**src/rtl/flash_stat_pkg.sv**
```systemverilog
package flash_stat_pkg;
   typedef enum logic [1:0] {
      OPK_WORD  = 2'd0,
      OPK_BUF   = 2'd1,
      OPK_ERASE = 2'd2,
      OPK_ERX   = 2'd3
   } op_kind_e;

   function automatic logic kind_is_erase(input logic [1:0] k);
      return k[1];
   endfunction
endpackage

```
**src/rtl/fsg_read_edge.sv**
```systemverilog
module fsg_read_edge (
   input  logic clk,
   input  logic rst_n,
   input  logic ce_n,
   input  logic oe_n,
   output logic rd_on,
   output logic rd_start
);
   logic prev_q;

   assign rd_on    = ~ce_n & ~oe_n;
   assign rd_start = rd_on & ~prev_q;

   always_ff @(posedge clk or negedge rst_n) begin
      if (!rst_n) prev_q <= 1'b0;
      else        prev_q <= rd_on;
   end

   assert_single_start_R4: assert property (@(posedge clk) disable iff (!rst_n)
      rd_start |=> !rd_start);
endmodule

```
**src/rtl/fsg_abort_hold.sv**
```systemverilog
module fsg_abort_hold #(
   parameter int HOLD_CYC = 20
) (
   input  logic       clk,
   input  logic       rst_n,
   input  logic       prot_abort,
   input  logic [1:0] op_kind,
   output logic       hold_act,
   output logic [1:0] hold_kind
);
   generate
      if (HOLD_CYC == 0) begin : g_nohold
         assign hold_act  = 1'b0;
         assign hold_kind = 2'd0;
      end else begin : g_hold
         localparam int CW = $clog2(HOLD_CYC + 1);
         localparam logic [CW-1:0] LOADV = CW'(HOLD_CYC);
         logic [CW-1:0] cnt_q;
         logic [1:0]    kind_q;

         always_ff @(posedge clk or negedge rst_n) begin
            if (!rst_n) begin
               cnt_q  <= '0;
               kind_q <= 2'd0;
            end else if (prot_abort) begin
               cnt_q  <= LOADV;
               kind_q <= op_kind;
            end else if (cnt_q != '0) begin
               cnt_q  <= cnt_q - 1'b1;
            end
         end

         assign hold_act  = (cnt_q != '0);
         assign hold_kind = kind_q;

         assert_hold_starts_R9: assert property (@(posedge clk) disable iff (!rst_n)
            prot_abort |=> hold_act);
         assert_kind_kept_R9: assert property (@(posedge clk) disable iff (!rst_n)
            (hold_act && !prot_abort) |=> $stable(hold_kind));
      end
   endgenerate
endmodule

```
**src/rtl/fsg_toggle.sv**
```systemverilog
module fsg_toggle (
   input  logic clk,
   input  logic rst_n,
   input  logic rd_start,
   input  logic adv6,
   input  logic adv2,
   output logic t6,
   output logic t2
);
   always_ff @(posedge clk or negedge rst_n) begin
      if (!rst_n) begin
         t6 <= 1'b0;
         t2 <= 1'b0;
      end else if (rd_start) begin
         if (adv6) t6 <= ~t6;
         if (adv2) t2 <= ~t2;
      end
   end

   assert_t6_only_on_read_R4: assert property (@(posedge clk) disable iff (!rst_n)
      !rd_start |=> $stable(t6));
   assert_t2_held_R5: assert property (@(posedge clk) disable iff (!rst_n)
      (rd_start && !adv2) |=> $stable(t2));
endmodule

```
**src/rtl/flash_status_gen.sv**
```systemverilog
module flash_status_gen #(
   parameter int DATA_W     = 16,
   parameter int ADDR_W     = 12,
   parameter int REGION_LSB = 8,
   parameter int HOLD_CYC   = 20
) (
   input  logic              clk,
   input  logic              rst_n,
   input  logic              op_busy,
   input  logic [1:0]        op_kind,
   input  logic              susp_active,
   input  logic [ADDR_W-1:0] susp_addr,
   input  logic              wb_abort,
   input  logic              prot_abort,
   input  logic [DATA_W-1:0] last_datum,
   input  logic [ADDR_W-1:0] rd_addr,
   input  logic              ce_n,
   input  logic              oe_n,
   input  logic [DATA_W-1:0] array_data,
   output logic [DATA_W-1:0] dq,
   output logic              dq_oe,
   output logic              rb_pull_low
);
   import flash_stat_pkg::*;

   localparam int BIT_POLL = 7;
   localparam int BIT_TGL  = 6;
   localparam int BIT_TGL2 = 2;
   localparam int BIT_ABT  = 1;

   initial begin
      assert_width_ok: assert (DATA_W >= 8);
      assert_region_ok: assert (REGION_LSB >= 0 && REGION_LSB < ADDR_W);
   end

   logic       rd_on, rd_start, hold_act;
   logic [1:0] hold_kind;
   logic       t6, t2;
   logic       stat_act, eff_erase, in_region, susp_rd, adv6, adv2;
   logic [DATA_W-1:0] stat_word;

   fsg_read_edge u_edge (
      .clk(clk), .rst_n(rst_n), .ce_n(ce_n), .oe_n(oe_n),
      .rd_on(rd_on), .rd_start(rd_start)
   );

   fsg_abort_hold #(.HOLD_CYC(HOLD_CYC)) u_hold (
      .clk(clk), .rst_n(rst_n), .prot_abort(prot_abort), .op_kind(op_kind),
      .hold_act(hold_act), .hold_kind(hold_kind)
   );

   assign in_region = (rd_addr[ADDR_W-1:REGION_LSB] == susp_addr[ADDR_W-1:REGION_LSB]);

   always_comb begin
      stat_act  = op_busy | hold_act | wb_abort;
      if (op_busy)       eff_erase = kind_is_erase(op_kind);
      else if (hold_act) eff_erase = kind_is_erase(hold_kind);
      else               eff_erase = 1'b0;
      susp_rd   = ~stat_act & susp_active & in_region;
      adv6      = stat_act;
      adv2      = (stat_act & eff_erase) | susp_rd;
   end

   fsg_toggle u_tgl (
      .clk(clk), .rst_n(rst_n), .rd_start(rd_start),
      .adv6(adv6), .adv2(adv2), .t6(t6), .t2(t2)
   );

   generate
      for (genvar i = 0; i < DATA_W; i++) begin : g_sbit
         if (i == BIT_POLL) begin : g_poll
            assign stat_word[i] = stat_act ? (~eff_erase & ~last_datum[BIT_POLL]) : 1'b1;
         end else if (i == BIT_TGL) begin : g_t6
            assign stat_word[i] = stat_act ? t6 : 1'b1;
         end else if (i == BIT_TGL2) begin : g_t2
            assign stat_word[i] = t2;
         end else if (i == BIT_ABT) begin : g_abt
            assign stat_word[i] = stat_act & wb_abort;
         end else begin : g_zero
            assign stat_word[i] = 1'b0;
         end
      end
   endgenerate

   assign dq          = (stat_act | susp_rd) ? stat_word : array_data;
   assign dq_oe       = rd_on;
   assign rb_pull_low = stat_act;

   assert_idle_pass_R1: assert property (@(posedge clk) disable iff (!rst_n)
      (!rb_pull_low && !susp_active) |-> (dq == array_data));
   assert_erase_poll_R3: assert property (@(posedge clk) disable iff (!rst_n)
      (op_busy && op_kind[1]) |-> (dq[BIT_POLL] == 1'b0));
   assert_busy_pulls_R8: assert property (@(posedge clk) disable iff (!rst_n)
      (op_busy || wb_abort) |-> rb_pull_low);
   assert_abt_bit_R10: assert property (@(posedge clk) disable iff (!rst_n)
      (rb_pull_low && !wb_abort) |-> (dq[BIT_ABT] == 1'b0));
endmodule

```
**config.mk**
```make
export PLATFORM = sky130hd
export DESIGN_NAME = flash_status_gen
export DESIGN_NICKNAME = d
export VERILOG_FILES = /design/src/rtl/flash_stat_pkg.sv /design/src/rtl/fsg_read_edge.sv /design/src/rtl/fsg_abort_hold.sv /design/src/rtl/fsg_toggle.sv /design/src/rtl/flash_status_gen.sv
export SDC_FILE = /design/constraint.sdc
export NUM_CORES = 1
export LEC_CHECK = 0
export CORE_UTILIZATION = 30
export CTS_BUF_LIST = sky130_fd_sc_hd__clkbuf_16
export DETAILED_ROUTE_END_ITERATION = 16
export DONT_BUFFER_PORTS = 1
export SYNTH_ARGS = -nofsm -noshare
export SYNTH_HDL_FRONTEND = slang
export SYNTH_SLANG_ARGS = --single-unit
```
**constraint.sdc**
```tcl
create_clock -name clk -period 2 [get_ports clk]
set_input_delay 0.1 -clock clk [delete_from_list [all_inputs] [get_ports clk]]
set_output_delay 0.1 -clock clk [all_outputs]
set_load 0.005 [all_outputs]
```
Word level (Yosys, flattened, before mapping) --
Index checks and enable logic that the tools add are counted.
Operators by class: bitwise logic cells 19, reductions and logical operators 4, $add $sub $neg 1, muxes and demuxes 7, equality and inequality tests 1
Operator list (count):
- two-way mux 16 bit | 1
- two-way mux 5 bit | 2
- NOT 1 bit | 8
- AND 1 bit | 7
- nonzero test 5 bit | 1
- subtractor 5 x 1 -> 5 bit, second input constant | 1
- equality test 4 bit | 1
- two-way mux 1 bit | 4
- bitwise OR 1 bit | 4
- AND reduction 2 bit | 2
- nonzero test 2 bit | 1
Word-level totals: input port bits 66, word-level logic and storage cells 37, output and inout port bits 18, register bits after elaboration 10

Depth between registers and ports, before layout --
Gate-level depths: netlist of run 1.
depth in word-level cells 8, mapped depth 8, depth with buffers taken out 7

By module --
Synthesis of run 1 repeated with hierarchy kept, for this count alone.
Second synthesis, totals: cell total of the unflattened synthesis 77, area, all modules 701.9 um^2
By module, submodules not included:
- fsg_abort_hold | sequential area each 175.2 um^2, area an instance 335.3 um^2, cells each 30, instances 1
- flash_status_gen | sequential area each 0.0 um^2, area an instance 252.7 um^2, cells each 38, instances 1
- fsg_toggle | sequential area each 50.0 um^2, area an instance 75.1 um^2, cells each 6, instances 1
- fsg_read_edge | sequential area each 25.0 um^2, area an instance 38.8 um^2, cells each 3, instances 1

Least setup slack after synthesis of run 1 --
Ideal clock, no wire load.
path kind register to output, start point register u_hold.g_hold.cnt_q[0], end point output dq[2], setup slack 0.179 ns, required time 1.900 ns, buffers on the path 0, arrival 1.721 ns, cell stages (with the launch flop) 8, cells stage by stage dfrtp_1 -> inv_1 -> ha_1 -> or3b_4 -> nor2b_4 -> inv_2 -> a21oi_4 -> mux2_2
Between the ends: word-level cells in the longest chain between the ends 8
Ends and longest elaborated chain:
- start, declared | line fsg_abort_hold.sv:18 | logic [CW-1:0] cnt_q;
- start signal, assigned | line fsg_abort_hold.sv:29 | cnt_q <= cnt_q - 1'b1;
- nonzero test 5 bit (*) | line fsg_abort_hold.sv:33 | assign hold_act = (cnt_q != '0);
- bitwise OR 1 bit (*) (2 in a row) | line flash_status_gen.sv:55 | stat_act = op_busy | hold_act | wb_abort;
- net rb_pull_low | line flash_status_gen.sv:22 | output logic rb_pull_low
- NOT 1 bit | line flash_status_gen.sv:59 | susp_rd = ~stat_act & susp_active & in_region;
- AND 1 bit (2 in a row) | line flash_status_gen.sv:59
- bitwise OR 1 bit (*) | line flash_status_gen.sv:85 | assign dq = (stat_act | susp_rd) ? stat_word : array_data;
- two-way mux 16 bit (*) | line flash_status_gen.sv:85
- end, declared | line flash_status_gen.sv:20 | output logic [DATA_W-1:0] dq,
The timed path passes the listed nets; every way through them passes the cells marked *.

Final worst setup path of run 1 --
Ends and elaborated chain as after synthesis.

==> impl_metrics.tcl, run 1 <==
set metrics [dict create \
    synth_cell_types 28 \
    arrival_ns 1.93 \
    ir_worst_vdd_v 0.000744 \
    grt_pass1_wl_mm 2.62 \
    io_buffers 0 \
    yosysTopAreaCell "dfrtp_1" \
    max_cap_viol_count 0 \
    rsz0062_at_grt "true" \
    synth_xor_area_frac 0.0928 \
    synth_top_family_by_area "simple AND/OR/NAND/NOR gates" \
    clock_sinks 9 \
    crit_required_ns 1.90 \
    setup_viol 1 \
    violations "negative setup slack" \
    hold_violations 0 \
    synthCells 69 \
    post-place-ws_ns 0.0906 \
    ant_nets 0 \
    fmax_ghz 0.494 \
    place_area_um2 691 \
    slew_viol_final 0 \
    slew_headroom 0.710 \
    track_usage 0.143 \
    start_util 0.327 \
    worstSetupPathType "reg -> out" \
    final_layout_size_suffix_gt1_frac 0.447 \
    r2r_cells 7 \
    cp_max_fo 4 \
    grt_max_degree 10 \
    status "complete, but fails checks" \
    fin_skew_ns 0.000577 \
    cts_tree "done" \
    num_io_pins 84 \
    clockPowerShare 0.454 \
    ys_warn_count 0 \
    path_cells "inv_2 > ha_4 > or3b_4 > nor2b_4 > inv_2 > a21oi_4 > mux2_4" \
    hold_class "in -> reg" \
    cts_max_level 1 \
    power_density_mw_per_mm2 817 \
    grt_overflow 0 \
    yosysSeqAreaShare 0.341 \
    drcViolationCount 0 \
    clockBufferDepth 2 \
    insertion_delay_ns 0.23 \
    viasPerCell 5.04 \
    synth.area.mux_share 0.0341 \
    internal_power_mw 0.572 \
    cts_made_buffers 3 \
    finish.instance_area_um2 918 \
    seqPwrFrac 0.334 \
    syn_area_per_cell_um2 9.57 \
    rrSetupSlack_ns 0.10 \
    die_w_um 48.9 \
    min_period_ns 2.03 \
    ys_ff_latch 9 \
    synthMostInstantiatedCell "and2_2" \
    combPwrFrac 0.212 \
    p_sw_mw 0.179 \
    vias 564 \
    rows 16 \
    min_from "op_kind[1]" \
    synth-main-ff-cell "dfrtp_1" \
    yosys.area.top_type_share 0.341 \
    cpMostUsedCell "inv_2" \
    fp.coreArea_mm2 0.00202 \
    cts_root_buffer "clkbuf_16" \
    dieHeight_um 48.9 \
    syn_nets 136 \
    gp_congestion 0.798 \
    antenna_found_initial 0 \
    synth_commonest_cells "and2_2, dfrtp_1, inv_1, xnor2_1, a21oi_1" \
    cpMaxStageDelayCell "or3b_4" \
    fin_nets 153 \
    dp_hpwl_mm 1.24 \
    clkTransAtPathRegs_ns 0.04 \
    drt_iter0_drc 2 \
    min_path_cells 1 \
    drt-pass1-iter-count 2 \
    hold_end "u_hold.hold_kind[1]" \
    swShare 0.239 \
    yosys.area_share.simple 0.299 \
    worst_slew_pin_slew_ns 0.434 \
    synthArstFlopShare 1.00 \
    cpPeakStageDelay_ns 0.40 \
    synth_compound_area_frac 0.157 \
    antenna_cells 0 \
    dieArea_mm2 0.00239 \
    reg2reg_to "u_tgl.t2" \
    grt_pass1_vias 585 \
    synth-edff-count 0 \
    synthAdderAreaFrac 0.0189 \
    crit_path_end_kind "output port" \
    startpoint_type "register" \
    syn_area_um2 661 \
    r2r_start "u_hold.g_hold.cnt_q[0]" \
    setup_ws_ns -0.0256 \
    area_growth_syn_to_layout_pct 39.0 \
    p_leak_nw 0.389 \
    synth_area_leaders "dfrtp_1, and2_2, xnor2_1" \
    drt_wl_total_mm 1.69 \
    drt-wirelength-per-cell_um 15.1 \
    fin_crit_sh 1.01 \
]
==> registers in the layout, summed over array words and instances (netlist names) <==
name                 flops
u_edge.prev_q            1
u_hold.g_hold.cnt_q      5
u_hold.hold_kind         1
u_tgl.t2                 1
u_tgl.t6                 1
==> critical path: cells and delay by family (launching register included) <==
kind | cells | cell delay [ns]
simple gates | 2 | 0.53
fa+ha+maj | 1 | 0.13
buf+inv | 2 | 0.14
compound gates | 1 | 0.19
flops | 1 | 0.38
mux | 1 | 0.33
==> area by class of cell <==
type	count	area, um2
Clock inverter	1	3.75
Inverter	7	26.3
Tap cell	27	33.8
Fill cell	196	1100
Multi-Input combinational cell	52	439
Sequential cell	9	225
Timing Repair Buffer	13	115
Clock buffer	3	75.1
==> kinds of logic (layout without fill, tap and decap cells) <==
| group | Yosys count | count (layout) |
|---|---|---|
| AO/OA/AOI/OAI | 13 | 13 |
| XOR/XNOR | 7 | 7 |
| adder cells (fa/ha/maj) | 1 | 1 |
| buffers and inverters | 8 | 24 |
| flip-flops | 9 | 9 |
| multiplexers | 2 | 2 |
| AND/OR/NAND/NOR | 29 | 29 |
==> cell usage in the layout (no fill, tap or decap), types with 2 or more instances in the layout <==
cell / Yosys / layout
dfrtp_1: 9 / 9
inv_1: 6 / 5
xnor2_1: 6 / 6
nor2_1: 4 / 4
buf_6: 1 / 2
nor3_1: 4 / 4
dlygate4sd3_1: 0 / 4
buf_4: 0 / 7
and2_2: 11 / 2
and2_4: 0 / 10
clkbuf_16: 0 / 3
inv_2: 1 / 3
nand2_1: 2 / 2
a21oi_1: 5 / 5
==> routing by layer <==
layer / vias up / track usage / share of wire
li1: 269 / - / -
met5: - / 0 / 0
met2: 39 / 0.289 / 0.55
met3: 0 / 0.0312 / 0.085
met1: 256 / 0.140 / 0.36
met4: 0 / 0.0441 / 0
==> repair_timing <==
| action | 4_1_cts | 5_1_grt |
|---|---|---|
| resized for setup | 7 | 13 |
| cloned | 1 | 0 |
| setup buffers | 6 | 1 |
| pin swaps | 1 | 11 |
| hold buffers | 4 | 0 |
| endpoints found under the setup margin | 14 | 16 |
| endpoints found under the hold margin | 15 | 0 |
==> per-stage QoR <==
stage | util | instances | setup TNS (ns) | hold slack (ns) | total power, mW
final | 0.454 | 112 | -0.0256 | 0.0224 | 0.751
after global routing | 0.454 | 112 | -0.764 | 0.0241 | 0.780
after CTS | 0.436 | 111 | -0.0185 | 0.0224 | 0.748
after detailed placement | 0.342 | 96 | 0 | -0.195 | 0.368
after global placement | 0.342 | 96 | 0 | -0.195 | 0.363
after floorplan | - | 69 | 0 | -0.196 | 0.345
==> power groups by stage <==
stage                     Combinational (mW)  Clock [mW]  Sequential, mW
after floorplan                        0.100           0           0.245
after global placement                 0.114           0           0.249
after detailed placement               0.116           0           0.252
after CTS                              0.155       0.343           0.250
after global routing                   0.176       0.351           0.253
final                                  0.159       0.341           0.251
==> how the worst max path moves through the flow <==
stage                           start     to  depth (start not counted)
5_1_grt        u_hold.g_hold.cnt_q[0]  dq[2]                          7
3_5_place_dp   u_hold.g_hold.cnt_q[0]  dq[9]                          8
3_3_place_gp   u_hold.g_hold.cnt_q[0]  dq[9]                          8
2_1_floorplan  u_hold.g_hold.cnt_q[0]  dq[2]                          7
4_1_cts        u_hold.g_hold.cnt_q[0]  dq[2]                          7
6_report       u_hold.g_hold.cnt_q[0]  dq[2]                          7
Note: power is estimated with default switching activity, not from simulation.
==> run 2, diff against run 1 <==
==> constraint.sdc (replaced) <==
create_clock -name clk -period 2 [get_ports clk]
set_input_delay 0.3 -clock clk [delete_from_list [all_inputs] [get_ports clk]]
set_output_delay 0.3 -clock clk [all_outputs]
set_load 0.005 [all_outputs]
==> run 2 against run 1 <==
Against the previous run:
- the flow still finishes with violations (negative setup slack)
- register-to-register slack improved by 0.09 ns
- clock power increased by 3%
- count of clock-buffer cells in the layout unchanged
- die area unchanged
- worst hold slack improved by 0.10 ns
- utilization increased by 0.50 points
- via count increased by 2.3%
- sequential share of layout area decreased by 0.26 points
- critical path type unchanged
- largest power group unchanged
==> impl_metrics.tcl, run 2 (same netlist as run 1, synthesis figures left out) <==
set metrics [dict create \
    die_w_um 48.9 \
    r2r_cells 8 \
    rsz0062_at_grt "true" \
    grt_pass1_wl_mm 2.45 \
    final_cell_mix "buf_4, and2_2, dfrtp_1, xnor2_1" \
    dieArea_mm2 0.00239 \
    p_leak_nw 0.402 \
    dieHeight_um 48.9 \
    setup_viol 17 \
    slew_viol_final 0 \
    crit_path_end_kind "output port" \
    finalPower_mw 0.766 \
    grt_max_degree 11 \
    largest_register "u_hold.g_hold.cnt_q" \
    ant_nets 0 \
    timing.critical_path.buf_inv 2 \
    cts_root_buffer "clkbuf_16" \
    clockBufferDepth 2 \
    cp_num_cells 7 \
    viasPerCell 4.97 \
    io_buffers 0 \
    area_growth_syn_to_layout_pct 40.5 \
    layout_commonest_cell "buf_4" \
    fin_skew_ns 0.00189 \
    violations "negative setup slack" \
    antenna_cells 0 \
    fin_nets 157 \
    cts_max_level 1 \
    hold_violations 0 \
    setup.worst_path.start "u_hold.g_hold.cnt_q[1]" \
    vias 577 \
    fin_crit_sh 1.09 \
    power_density_mw_per_mm2 825 \
    cpMostUsedCell "inv_2" \
    clkTransAtPathRegs_ns 0.04 \
    start_util 0.327 \
    startpoint_type "register" \
    drcViolationCount 0 \
    rrSetupSlack_ns 0.19 \
    grt_pass1_vias 558 \
    insertion_delay_ns 0.23 \
    num_io_pins 84 \
    cts_tree "done" \
    slew_headroom 0.732 \
    cts_made_buffers 3 \
    min_period_ns 2.18 \
    clock_sinks 9 \
    dp.cells 103 \
    r2r_start "u_hold.g_hold.cnt_q[1]" \
    max_cap_viol_count 0 \
    swShare 0.242 \
    setup_ws_ns -0.176 \
    largest_reg_flops 5 \
    drt-pass1-iter-count 4 \
    rows 16 \
    antenna_found_initial 0 \
    status "complete, but fails checks" \
    internal_power_mw 0.581 \
    crit_path_end "dq[2]" \
    min_from "prot_abort" \
    cp_max_fo 3 \
    gp_congestion 0.724 \
    worst_slew_pin_slew_ns 0.401 \
    combPwrFrac 0.218 \
    reg2reg_to "u_tgl.t2" \
    seqPwrFrac 0.324 \
    fmax_ghz 0.459 \
    arrival_ns 1.88 \
    drt-wirelength-per-cell_um 12.8 \
    hold_slack_ns 0.126 \
    clockPowerShare 0.458 \
    path_cells "inv_2 > ha_4 > or3b_4 > nor2b_4 > inv_2 > a21oi_4 > mux2_4" \
    ir_worst_vdd_v 0.000879 \
    cpMaxStageDelayCell "or3b_4" \
    instances_no_fill 116 \
    crit_family "simple AND/OR/NAND/NOR gates" \
    fp.coreArea_mm2 0.00202 \
    worstSetupPathType "reg -> out" \
    crit_required_ns 1.70 \
    drt_wl_total_mm 1.49 \
    grt_overflow 0 \
    final_layout_size_suffix_gt1_frac 0.506 \
    p_sw_mw 0.185 \
    track_usage 0.135 \
    hold_class "in -> reg" \
    dp_hpwl_mm 1.15 \
    cpPeakStageDelay_ns 0.39 \
    drt_iter0_drc 11 \
]
## run 2: power by group through the flow
stage	clock (mW)	combinational [mW]	sequential [mW]
2_1_floorplan	0	0.106	0.245
6_report	0.351	0.167	0.248
3_5_place_dp	0	0.133	0.250
4_1_cts	0.356	0.161	0.248
3_3_place_gp	0	0.131	0.249
5_1_grt	0.369	0.190	0.257
## run 2: layout make-up
cell class	instances	area (um2)
fill	198	1090
sequential	9	225
multi-input combinational	52	423
tap	27	33.8
clock buffer	3	75.1
timing repair buffer	17	141
clock inverter	1	3.75
inverter	7	26.3
## run 2: per-stage QoR
stage | setup slack (ns) | utilization | area, um2 | TNS [ns]
after global routing | -0.251 | 0.459 | 928 | -3.77
final | -0.176 | 0.459 | 928 | -2.36
after global placement | 0.0270 | 0.369 | 747 | 0
after floorplan | 0.0100 | - | 664 | 0
after detailed placement | -0.0151 | 0.369 | 747 | -0.0956
after CTS | -0.183 | 0.446 | 901 | -2.37
## run 2: layer usage
| layer | track usage | share of wire |
|---|---|---|
| met1 | 0.143 | 0.39 |
| met2 | 0.238 | 0.53 |
| met3 | 0.0592 | 0.083 |
| met4 | 0.0441 | 0 |
| met5 | 0 | 0 |
## run 2: worst min-delay path by stage
| stage | endpoint | slack, ns | cells after the start |
|---|---|---|---|
| global route | u_hold.g_hold.cnt_q[0] | 0.12 | 1 |
| finish | u_hold.g_hold.cnt_q[0] | 0.13 | 1 |
| detailed placement | u_hold.g_hold.cnt_q[1] | 0.005 | 0 |
| CTS | u_hold.g_hold.cnt_q[0] | 0.12 | 1 |
| floorplan | u_edge.prev_q | 0.004 | 0 |
| global placement | u_hold.g_hold.cnt_q[0] | 0.005 | 0 |
## run 2: what timing repair did
item | in CTS | in global routing
pin swaps | 1 | 0
endpoints found under the hold margin | 9 | 0
resized for setup | 6 | 3
setup buffers | 6 | 2
endpoints found under the setup margin | 16 | 17
hold buffers | 1 | 0
==> run 3, diff against run 2 <==
--- a/config.mk
+++ b/config.mk
@@ -9,6 +9,7 @@
 export CTS_BUF_LIST = sky130_fd_sc_hd__clkbuf_16
 export DETAILED_ROUTE_END_ITERATION = 16
 export DONT_BUFFER_PORTS = 1
+export GPL_TIMING_DRIVEN = 0
 export SYNTH_ARGS = -nofsm -noshare
 export SYNTH_HDL_FRONTEND = slang
 export SYNTH_SLANG_ARGS = --single-unit
==> run 3 against run 2 <==
Against the previous run:
- the flow still finishes with violations (negative setup slack)
- total power fell by 2.3%
- setup slack got worse by 0.026 ns
- register-to-register slack barely moved
- wire length rose by 0.67%
- worst hold slack improved by 0.0037 ns
- non-clock buffer count fell by 6
- via count fell by 0.52%
- clock skew fell by 0.0013 ns
==> impl_metrics.tcl, run 3 (same netlist as run 1, synthesis figures left out) <==
set metrics [dict create \
    status "complete, but fails checks" \
    violations "negative setup slack" \
    grt_max_degree 11 \
    fin_nets 151 \
    dieHeight_um 48.9 \
    rows 16 \
    dp.cells 96 \
    viasPerCell 5.22 \
    nFillCells 206 \
    die_w_um 48.9 \
    clkTransAtPathRegs_ns 0.04 \
    antenna_cells 0 \
    clock_sinks 9 \
    setup_viol 16 \
    antenna_found_initial 0 \
    seqPwrFrac 0.333 \
    cts_root_buffer "clkbuf_16" \
    place_area_um2 698 \
    finish.instance_area_um2 883 \
    combPwrFrac 0.212 \
    dp_hpwl_mm 1.15 \
    largest_register "u_hold.g_hold.cnt_q" \
    hold_violations 0 \
    r2r_start "u_hold.g_hold.cnt_q[0]" \
    num_io_pins 84 \
    grt_pass1_vias 550 \
    fin_skew_ns 0.000588 \
    max_cap_viol_count 0 \
    final_cell_mix "and2_2, buf_4, dfrtp_1, xnor2_1" \
    rsz0062_at_grt "true" \
    final_util 0.437 \
    arrival_ns 1.90 \
    crit_family "simple AND/OR/NAND/NOR gates" \
    internal_power_mw 0.572 \
    layout_commonest_cell "and2_2" \
    insertion_delay_ns 0.23 \
    cpPeakStageDelay_ns 0.40 \
    drt-wirelength-per-cell_um 13.6 \
    power_density_mw_per_mm2 848 \
    setup_ws_ns -0.202 \
    clockBufferDepth 2 \
    drt_wl_total_mm 1.50 \
    cpMostUsedCell "inv_2" \
    min_from "prot_abort" \
    io_buffers 0 \
    clockPowerShare 0.455 \
    cts_made_buffers 3 \
    crit_path_end_kind "output port" \
    dieArea_mm2 0.00239 \
    ir_worst_vdd_v 0.000473 \
    crit_required_ns 1.70 \
    slew_headroom 0.674 \
    worstSetupPathType "reg -> out" \
    cts_tree "done" \
    slew_viol_final 0 \
    cpMaxStageDelayCell "or3b_4" \
    timing.critical_path.buf_inv 2 \
    drt_iter0_drc 5 \
    hold_slack_ns 0.130 \
    startpoint_type "register" \
    area_growth_syn_to_layout_pct 33.7 \
    drcViolationCount 0 \
    start_util 0.327 \
    cts_max_level 1 \
    min_period_ns 2.20 \
    gp_congestion 0.776 \
    setup.worst_path.start "u_hold.g_hold.cnt_q[0]" \
    cp_max_fo 4 \
    path_cells "inv_2 > ha_4 > or3b_4 > nor2b_4 > inv_2 > a21oi_4 > mux2_4" \
    hold_class "in -> reg" \
    grt_pass1_wl_mm 2.40 \
    worst_slew_pin_slew_ns 0.485 \
    final_layout_size_suffix_gt1_frac 0.458 \
    grt_overflow 0 \
    p_leak_nw 0.375 \
    instances_no_fill 110 \
    track_usage 0.133 \
    p_sw_mw 0.176 \
    vias 574 \
    swShare 0.236 \
    tns_ns -2.56 \
    fmax_ghz 0.454 \
    finalPower_mw 0.749 \
    post-place-ws_ns -0.120 \
    ant_nets 0 \
    fp.coreArea_mm2 0.00202 \
    largest_reg_flops 5 \
    drt-pass1-iter-count 2 \
    fin_crit_sh 1.10 \
]
## run 3: repair_timing
item,4_1_cts,5_1_grt
pin swaps,1,0
hold buffers,1,0
buffers inserted,8,1
resized for setup,5,1
hold endpoints to repair,9,0
endpoints found under the setup margin,16,17
## run 3: metal layers
metal,track usage,up-vias,share of wire
li1,-,265,-
met1,0.139,270,0.38
met2,0.234,37,0.53
met3,0.0405,2,0.088
met4,0.0735,0,0.0067
met5,0,-,0
## run 3: power groups by stage
| stage | Sequential (mW) | Combinational (mW) | Clock (mW) |
|---|---|---|---|
| after floorplan | 0.245 | 0.106 | 0 |
| after global placement | 0.250 | 0.119 | 0 |
| after detailed placement | 0.252 | 0.121 | 0 |
| after CTS | 0.249 | 0.154 | 0.348 |
| after global routing | 0.256 | 0.177 | 0.360 |
| final | 0.249 | 0.158 | 0.341 |
## run 3: worst paths after layout
path	to	slack (ns)	depth (start not counted)
max	dq[2]	-0.20	7
max in group asynchronous	u_tgl.t6	1.27	1
min reg2reg	u_tgl.t2	0.47	1
max reg2reg	u_tgl.t2	0.18	7
min	u_hold.g_hold.cnt_q[0]	0.13	1
min in group asynchronous	u_hold.g_hold.cnt_q[0]	0.44	1
## run 3: cell type report
| cell class | count | area (um2) | area share |
|---|---|---|---|
| multi-input combinational | 52 | 430 | 0.487 |
| sequential | 9 | 225 | 0.255 |
| timing repair buffer | 10 | 77.6 | 0.0878 |
| clock buffer | 3 | 75.1 | 0.0850 |
| tap | 27 | 33.8 | 0.0382 |
| inverter | 7 | 26.3 | 0.0297 |
| buffer | 1 | 11.3 | 0.0127 |
| clock inverter | 1 | 3.75 | 0.00425 |
